==> src/rtl/txs_pkg.sv <==
package txs_pkg;

  typedef enum logic [1:0] {
    TXS_LOCKED = 2'b00,
    TXS_RAMP   = 2'b01,
    TXS_MOD    = 2'b10
  } txs_state_e;

  // microseconds added per step of a lead-time code
  localparam int unsigned LEAD_STEP_US = 2;

endpackage

==> src/rtl/txs_usec_tick.sv <==
module txs_usec_tick #(
  parameter int unsigned CYC_PER_US = 16
) (
  input  logic clk_i,
  input  logic rst_ni,
  input  logic clear_i,
  input  logic run_i,
  output logic tick_o
);

  localparam int unsigned PW = (CYC_PER_US > 1) ? $clog2(CYC_PER_US) : 1;
  localparam logic [PW-1:0] LAST = PW'(CYC_PER_US - 1);

  logic [PW-1:0] pre_q, pre_d;
  logic          pre_en;

  always_comb begin
    pre_d  = pre_q;
    pre_en = clear_i | run_i;
    if (clear_i) begin
      pre_d = '0;
    end else if (run_i) begin
      pre_d = (pre_q == LAST) ? '0 : pre_q + 1'b1;
    end
  end

  always_ff @(posedge clk_i or negedge rst_ni) begin
    if (!rst_ni) begin
      pre_q <= '0;
    end else if (pre_en) begin
      pre_q <= pre_d;
    end
  end

  assign tick_o = run_i && !clear_i && (pre_q == LAST);

  // microsecond ticks are spaced by the prescale count
  a_r3_tick_spacing: assert property (@(posedge clk_i) disable iff (!rst_ni)
    (tick_o && (CYC_PER_US > 1)) |=> !tick_o);

endmodule

==> src/rtl/txs_ctrl.sv <==
module txs_ctrl
  import txs_pkg::*;
#(
  parameter int unsigned MOD_US = 16,
  parameter int unsigned US_W   = 5
) (
  input  logic            clk_i,
  input  logic            rst_ni,
  input  logic            trig_i,
  input  logic            done_i,
  input  logic            tick_i,
  output txs_state_e      state_o,
  output logic [US_W-1:0] us_o,
  output logic            start_o
);

  localparam logic [US_W-1:0] US_LAST = US_W'(MOD_US - 1);
  localparam logic [US_W-1:0] US_END  = US_W'(MOD_US);

  txs_state_e      state_q, state_d;
  logic [US_W-1:0] us_q, us_d;
  logic            step_en;

  assign start_o = (state_q == TXS_LOCKED) && trig_i;
  assign step_en = trig_i | done_i | tick_i;

  always_comb begin
    state_d = state_q;
    us_d    = us_q;
    unique case (state_q)
      TXS_LOCKED: begin
        if (trig_i) begin
          state_d = TXS_RAMP;
          us_d    = '0;
        end
      end
      TXS_RAMP: begin
        if (done_i) begin
          state_d = TXS_LOCKED;
          us_d    = '0;
        end else if (tick_i) begin
          if (us_q == US_LAST) begin
            state_d = TXS_MOD;
            us_d    = US_END;
          end else begin
            us_d = us_q + 1'b1;
          end
        end
      end
      TXS_MOD: begin
        if (done_i) begin
          state_d = TXS_LOCKED;
          us_d    = '0;
        end
      end
      default: begin
        state_d = TXS_LOCKED;
        us_d    = '0;
      end
    endcase
  end

  always_ff @(posedge clk_i or negedge rst_ni) begin
    if (!rst_ni) begin
      state_q <= TXS_LOCKED;
      us_q    <= '0;
    end else if (step_en) begin
      state_q <= state_d;
      us_q    <= us_d;
    end
  end

  assign state_o = state_q;
  assign us_o    = us_q;

  // accepted trigger enters ramping with a cleared count
  a_r2_trig_enters_ramp: assert property (@(posedge clk_i) disable iff (!rst_ni)
    (state_q == TXS_LOCKED && trig_i) |=> (state_q == TXS_RAMP && us_q == '0));

  // frame done while busy returns to locked idle
  a_r8_done_returns: assert property (@(posedge clk_i) disable iff (!rst_ni)
    (state_q != TXS_LOCKED && done_i) |=> (state_q == TXS_LOCKED));

  // a trigger while ramping neither aborts nor rewinds the count
  a_r9_busy_trig_ignored: assert property (@(posedge clk_i) disable iff (!rst_ni)
    (state_q == TXS_RAMP && trig_i && !done_i) |=>
      (state_q != TXS_LOCKED && us_q >= $past(us_q)));

  // modulation holds until frame done
  a_r10_mod_holds: assert property (@(posedge clk_i) disable iff (!rst_ni)
    (state_q == TXS_MOD && !done_i) |=> (state_q == TXS_MOD));

endmodule

==> src/rtl/txs_lead_gate.sv <==
module txs_lead_gate
  import txs_pkg::*;
#(
  parameter int unsigned LEAD_W = 2,
  parameter int unsigned MOD_US = 16,
  parameter int unsigned US_W   = 5
) (
  input  logic              clk_i,
  input  logic              rst_ni,
  input  logic              busy_i,
  input  logic [US_W-1:0]   us_i,
  input  logic [LEAD_W-1:0] code_i,
  output logic              en_o
);

  localparam int unsigned SW = US_W + LEAD_W + 3;

  logic [SW-1:0] lead_us;
  logic [SW-1:0] reach;

  always_comb begin
    lead_us = SW'((SW'(code_i) + SW'(1)) * SW'(LEAD_STEP_US));
    reach   = SW'(us_i) + lead_us;
    en_o    = busy_i && (reach >= SW'(MOD_US));
  end

  // an enable does not drop while the sequence stays busy
  a_r10_no_early_drop: assert property (@(posedge clk_i) disable iff (!rst_ni)
    (en_o && busy_i) |=> (en_o || !busy_i));

endmodule

==> src/rtl/txs_pa_seq.sv <==
module txs_pa_seq
  import txs_pkg::*;
#(
  parameter int unsigned CYC_PER_US   = 16,
  parameter int unsigned MOD_US       = 16,
  parameter int unsigned LEAD_W       = 2,
  parameter int unsigned PA_LEAD_CODE = 0
) (
  input  logic              clk_i,
  input  logic              rst_ni,
  input  logic              trig_i,
  input  logic [LEAD_W-1:0] buf_lead_i,
  input  logic [LEAD_W-1:0] ext_lead_i,
  input  logic              frame_done_i,
  output logic [1:0]        state_o,
  output logic              pa_buf_en_o,
  output logic              pa_en_o,
  output logic              ext_pa_p_o,
  output logic              ext_pa_n_o,
  output logic              mod_on_o
);

  localparam int unsigned US_W    = $clog2(MOD_US + 1);
  localparam int unsigned N_GATES = 3;
  localparam int unsigned G_BUF   = 0;
  localparam int unsigned G_PA    = 1;
  localparam int unsigned G_EXT   = 2;

  txs_state_e        state;
  logic [US_W-1:0]   us_cnt;
  logic              start;
  logic              tick;
  logic              busy;
  logic [LEAD_W-1:0] buf_code_q, ext_code_q;
  logic [LEAD_W-1:0] gate_code [N_GATES];
  logic [N_GATES-1:0] gate_en;

  // lead codes are held for the whole sequence
  always_ff @(posedge clk_i or negedge rst_ni) begin
    if (!rst_ni) begin
      buf_code_q <= '0;
      ext_code_q <= '0;
    end else if (start) begin
      buf_code_q <= buf_lead_i;
      ext_code_q <= ext_lead_i;
    end
  end

  txs_usec_tick #(
    .CYC_PER_US(CYC_PER_US)
  ) u_tick (
    .clk_i  (clk_i),
    .rst_ni (rst_ni),
    .clear_i(start),
    .run_i  (state == TXS_RAMP),
    .tick_o (tick)
  );

  txs_ctrl #(
    .MOD_US(MOD_US),
    .US_W  (US_W)
  ) u_ctrl (
    .clk_i  (clk_i),
    .rst_ni (rst_ni),
    .trig_i (trig_i),
    .done_i (frame_done_i),
    .tick_i (tick),
    .state_o(state),
    .us_o   (us_cnt),
    .start_o(start)
  );

  assign busy = (state != TXS_LOCKED);

  always_comb begin
    gate_code[G_BUF] = buf_code_q;
    gate_code[G_PA]  = LEAD_W'(PA_LEAD_CODE);
    gate_code[G_EXT] = ext_code_q;
  end

  for (genvar g = 0; g < N_GATES; g++) begin : g_gate
    txs_lead_gate #(
      .LEAD_W(LEAD_W),
      .MOD_US(MOD_US),
      .US_W  (US_W)
    ) u_gate (
      .clk_i (clk_i),
      .rst_ni(rst_ni),
      .busy_i(busy),
      .us_i  (us_cnt),
      .code_i(gate_code[g]),
      .en_o  (gate_en[g])
    );
  end

  assign state_o     = state;
  assign pa_buf_en_o = gate_en[G_BUF];
  assign pa_en_o     = gate_en[G_PA];
  assign ext_pa_p_o  = gate_en[G_EXT];
  assign ext_pa_n_o  = !gate_en[G_EXT];
  assign mod_on_o    = (state == TXS_MOD);

  // locked idle keeps every enable off and the pair idle
  a_r1_idle_quiet: assert property (@(posedge clk_i) disable iff (!rst_ni)
    (state_o == 2'b00) |-> (!pa_buf_en_o && !pa_en_o && !ext_pa_p_o && ext_pa_n_o && !mod_on_o));

  // the internal PA never leads its buffer
  a_r6_pa_after_buf: assert property (@(posedge clk_i) disable iff (!rst_ni)
    pa_en_o |-> pa_buf_en_o);

  // modulation only with every amplifier stage enabled
  a_r3_mod_needs_enables: assert property (@(posedge clk_i) disable iff (!rst_ni)
    mod_on_o |-> (pa_buf_en_o && pa_en_o && ext_pa_p_o && !ext_pa_n_o));

  // captured codes hold steady while busy
  a_r7_codes_held: assert property (@(posedge clk_i) disable iff (!rst_ni)
    (busy && !frame_done_i) |=> ($stable(buf_code_q) && $stable(ext_code_q)));

endmodule

==> config.mk <==
export PLATFORM = sky130hd
export DESIGN_NAME = txs_pa_seq
export DESIGN_NICKNAME = d
export VERILOG_FILES = /design/src/rtl/txs_pkg.sv /design/src/rtl/txs_usec_tick.sv /design/src/rtl/txs_ctrl.sv /design/src/rtl/txs_lead_gate.sv /design/src/rtl/txs_pa_seq.sv
export SDC_FILE = /design/constraint.sdc
export NUM_CORES = 1
export LEC_CHECK = 0
export CAP_MARGIN = 25
export CORE_UTILIZATION = 55
export DETAILED_ROUTE_END_ITERATION = 10
export HOLD_SLACK_MARGIN = 0.05
export PLACE_DENSITY = 0.91
export SLEW_MARGIN = 30
export SYNTH_ARGS = -nofsm -noshare
export SYNTH_HDL_FRONTEND = slang
export SYNTH_SLANG_ARGS = --single-unit
export TNS_END_PERCENT = 1
==> constraint.sdc <==
create_clock -name clk_i -period 3.1 [get_ports clk_i]
set_input_delay 0.31 -clock clk_i [delete_from_list [all_inputs] [get_ports clk_i]]
set_output_delay 0.31 -clock clk_i [all_outputs]
set_load 0.1 [all_outputs]
==> impl_results.rst <==
.. list-table::
   :header-rows: 1

   * - Metric
     - Value
   * - Setup repair after global routing missed its margin
     - no
   * - Critical-path cell list
     - ha_1, ha_1, a21o_1, a211oi_1, a311o_1, buf_12
   * - Share of the synthesized area in the top cell type
     - 36.3%
   * - Arrival time reported for the critical path endpoint
     - 2260 ps
   * - Iteration count of the initial detailed-routing pass
     - 4
   * - Launching element type of the critical path
     - register
   * - Finished layout cell area
     - approximately 1200 um2
   * - Post-synth design cell area
     - slightly above 1000 um2
   * - Cts-stage hold buffer count
     - 0
   * - Total number of vias
     - 856
   * - Via density per instance
     - 5.90
   * - Clock Skew
     - 5.57 ps
   * - CP most frequent cell
     - ha_1
   * - Number of buffer and inverter stages on the critical path
     - 1
   * - IO Port Bufs
     - 14
   * - Area Overhead vs Synth
     - 16.9%
   * - Clock network fraction of total power
     - roughly a fifth
   * - Power per standard cell area
     - 457 nW/um2
   * - Number of synthesized flops with an enable pin
     - 0
   * - Number of gates resized after cts
     - 0
   * - Placer's final routability congestion estimate
     - 0.817
   * - Transition at the pin with the smallest max-transition slack
     - about 660 ps
   * - Internal Power
     - around 0.35 mW
   * - I/O pin cnt
     - 15
   * - Maximum clock rate
     - just under 400 MHz
   * - DRC violation count after routing
     - 0
   * - Number of antenna cells inserted
     - 0
   * - Core Util, Final
     - 69.2%
   * - Number of max-cap violations
     - 0
   * - Fraction of final layout cells sized beyond drive strength 1
     - 17.5%
   * - Number of slew-limit violations in the final report
     - 0
   * - Final count of negative-setup-slack endpoints
     - 0
   * - Most used DFF post-synth
     - dfrtp_1
   * - Critical path type
     - reg2out
   * - Worst skew pair latency
     - 290 ps
   * - Maximum vdd drop
     - 0.000328 V
   * - Die Footprint
     - just over 2000 um2
   * - Status
     - completed
   * - First-pass GRT wire length
     - approximately 3600 um
   * - Top-count cell post-synth
     - dfrtp_1
   * - Maximum number of pins on one net before global-route repair
     - 16
   * - Total setup buffers inserted after CTS
     - 0
   * - Post-route ant nets
     - 0
   * - Leak
     - 0.551 nW
   * - Switching part of the total
     - 35.8%
   * - Total number of H-tree levels
     - 1
   * - Iteration-0 DRC Markers
     - 39
   * - Area after detailed placement
     - 1180 um2
   * - Proportion of synthesized chip area in sequential cells
     - 36.3%
   * - Cell class contributing the biggest share of worst-path delay
     - compound AO/OA/AOI/OAI gates
   * - Share of the clock period used by the worst path
     - roughly 83%
   * - Highest-delay cell along the critical path
     - dfrtp_1
   * - Share of flip-flops with an asynchronous set or reset
     - 100%
   * - Setup TNS
     - 0 ps
   * - Average footprint of a synthesized cell
     - 9.94 um2
   * - Register bit count reported by yosys
     - 15
   * - GR Overflow Total
     - 0
   * - Worst-path maximum fanout
     - 3
   * - Final hold violation count
     - 0
   * - Yosys top cell by area
     - dfrtp_1
   * - Detailed-placement wirelength estimate
     - 1610 um
   * - Library cells used by synthesis
     - 37
   * - Synthesis Warnings
     - 0
   * - Cell types with the largest area share after synthesis
     - dfrtp_1, ha_1, mux2_2, nand3_1, a21oi_1
   * - Cells after Synth
     - 104
   * - Initial Utilization
     - between 50% and 60%
   * - Global-route usage over all layers
     - roughly 25%
   * - Clock transition at the registers of the reported paths
     - 90 ps
   * - Num rows
     - 15
   * - Share of power burned in registers
     - around half
   * - Total wirelength of the detailed-routed design
     - 2160 um
   * - Min Clock Period, post-route
     - 2570 ps
   * - Floorplan core area
     - 1750 um2
   * - Element type at the critical path end
     - output port
   * - Clock buffer depth
     - 2
   * - Number of clock sinks
     - 15
   * - Hold Crit Class
     - in2async
   * - Initial antenna violation count
     - 0
   * - Layout Nets
     - 140
   * - Required @ worst endpoint
     - 2790 ps
   * - Die span in x
     - 45.4 um
   * - Mapped Nets
     - 123
   * - Critical path's largest stage delay
     - 400 ps
   * - Combinational fraction of design power
     - 29.6%
   * - Fill cells
     - 130
   * - TritonCTS Buffers
     - 3
   * - Max transition margin
     - 55.8%
   * - Net switching power
     - 0.197 mW
   * - Routed wire length per instance
     - between 10 and 15 um
   * - Vertical die dimension
     - 45.4 um
   * - Vias in the first global route
     - ~820
   * - Clock tree from TritonCTS
     - done
   * - Root buffer cell
     - clkbuf_4
   * - Most numerous cell types in the synthesized netlist
     - dfrtp_1, ha_1
flip-flops by register name (all words and copies together) (netlist names):
| name | cells |
|---|---|
| buf_code_q | 2 |
| ext_code_q | 2 |
| u_ctrl.state_o | 2 |
| u_ctrl.us_o | 5 |
| u_tick.pre_q | 4 |
worst reg2reg max path, cell delays in order (launching register included):
cell and delay (ps):
dfrtp_1 470, ha_1 260, and3_1 190, ha_1 240
and4b_1 360, a31oi_1 120, a31oi_1 200
through the flow:
step                total power [mW]  std cells  worst slack [ps]  hold WS, ps
floorplan                      0.392        104              41.2         14.4
global placement               0.426        141               893          496
detailed placement             0.443        141               829          511
CTS                            0.556        145               511          453
global route                   0.590        145               409          476
finish                         0.552        145               527          415
routing by layer:
| metal | global-route usage [%] | share of wire, % |
|---|---|---|
| met4 | 10.3 | 1.4 |
| met5 | 0 | 0 |
| met1 | 33.6 | 44 |
| met3 | 3.60 | 5.7 |
| met2 | 41.4 | 49 |
worst paths after layout:
path | start | cells after the start | endpoint | slack [ps]
worst max-delay path | ext_code_q[0] | 6 | ext_pa_n_o | 530
worst min-delay path | rst_ni | 1 | u_tick.pre_q[1] | 420
worst max register to register | u_ctrl.us_o[1] | 6 | u_ctrl.us_o[3] | 1190
worst min register to register | buf_code_q[1] | 1 | buf_code_q[1] | 520
max in group asynchronous | rst_ni | 1 | ext_code_q[0] | 2260
min in group clk_i | buf_code_q[1] | 1 | buf_code_q[1] | 520
placed cells by master (no fill, tap or decap), drive strengths merged, types with 2 or more instances in the layout:
master and instances:
dfrtp 15, ha 10, inv 7, nor2 7, nand3 7, nand2 7
clkdlybuf4s50 7, a21oi 7, buf 7, o21ai 4, mux2 4, o211ai 4
and3 3, a31oi 3, clkbuf 3, nor3b 3, mux2i 2, a32oi 2
power by group through the flow:
stage	clock network [mW]	logic, mW	registers, mW
2_1_floorplan	0	0.112	0.280
3_3_place_gp	0	0.152	0.273
6_report	0.113	0.163	0.276
3_5_place_dp	0	0.164	0.279
4_1_cts	0.117	0.165	0.275
5_1_grt	0.127	0.183	0.281
layout make-up:
class                           instances  area [um2]  share of cell area (%)
Clock buffer                            3        22.5                    1.86
Clock inverter                          1        5.00                   0.414
Inverter                                7        26.3                    2.17
Multi-Input combinational cell         80         613                    50.7
Sequential cell                        15         375                    31.1
Tap cell                               25        31.3                    2.59
Timing Repair Buffer                   14         135                    11.2
kinds of logic (layout without fill, tap and decap cells):
logic type | count (synthesis) | after routing | synth area share, %
AND/OR/NAND/NOR | 35 | 35 | 19.9
AO/OA/AOI/OAI | 28 | 28 | 18.5
flip-flops | 15 | 15 | 36.3
adder cells (fa/ha/maj) | 11 | 11 | 14.0
buffers and inverters | 9 | 25 | 4.96
multiplexers | 6 | 6 | 6.30
(Power assumes the default switching activity.)
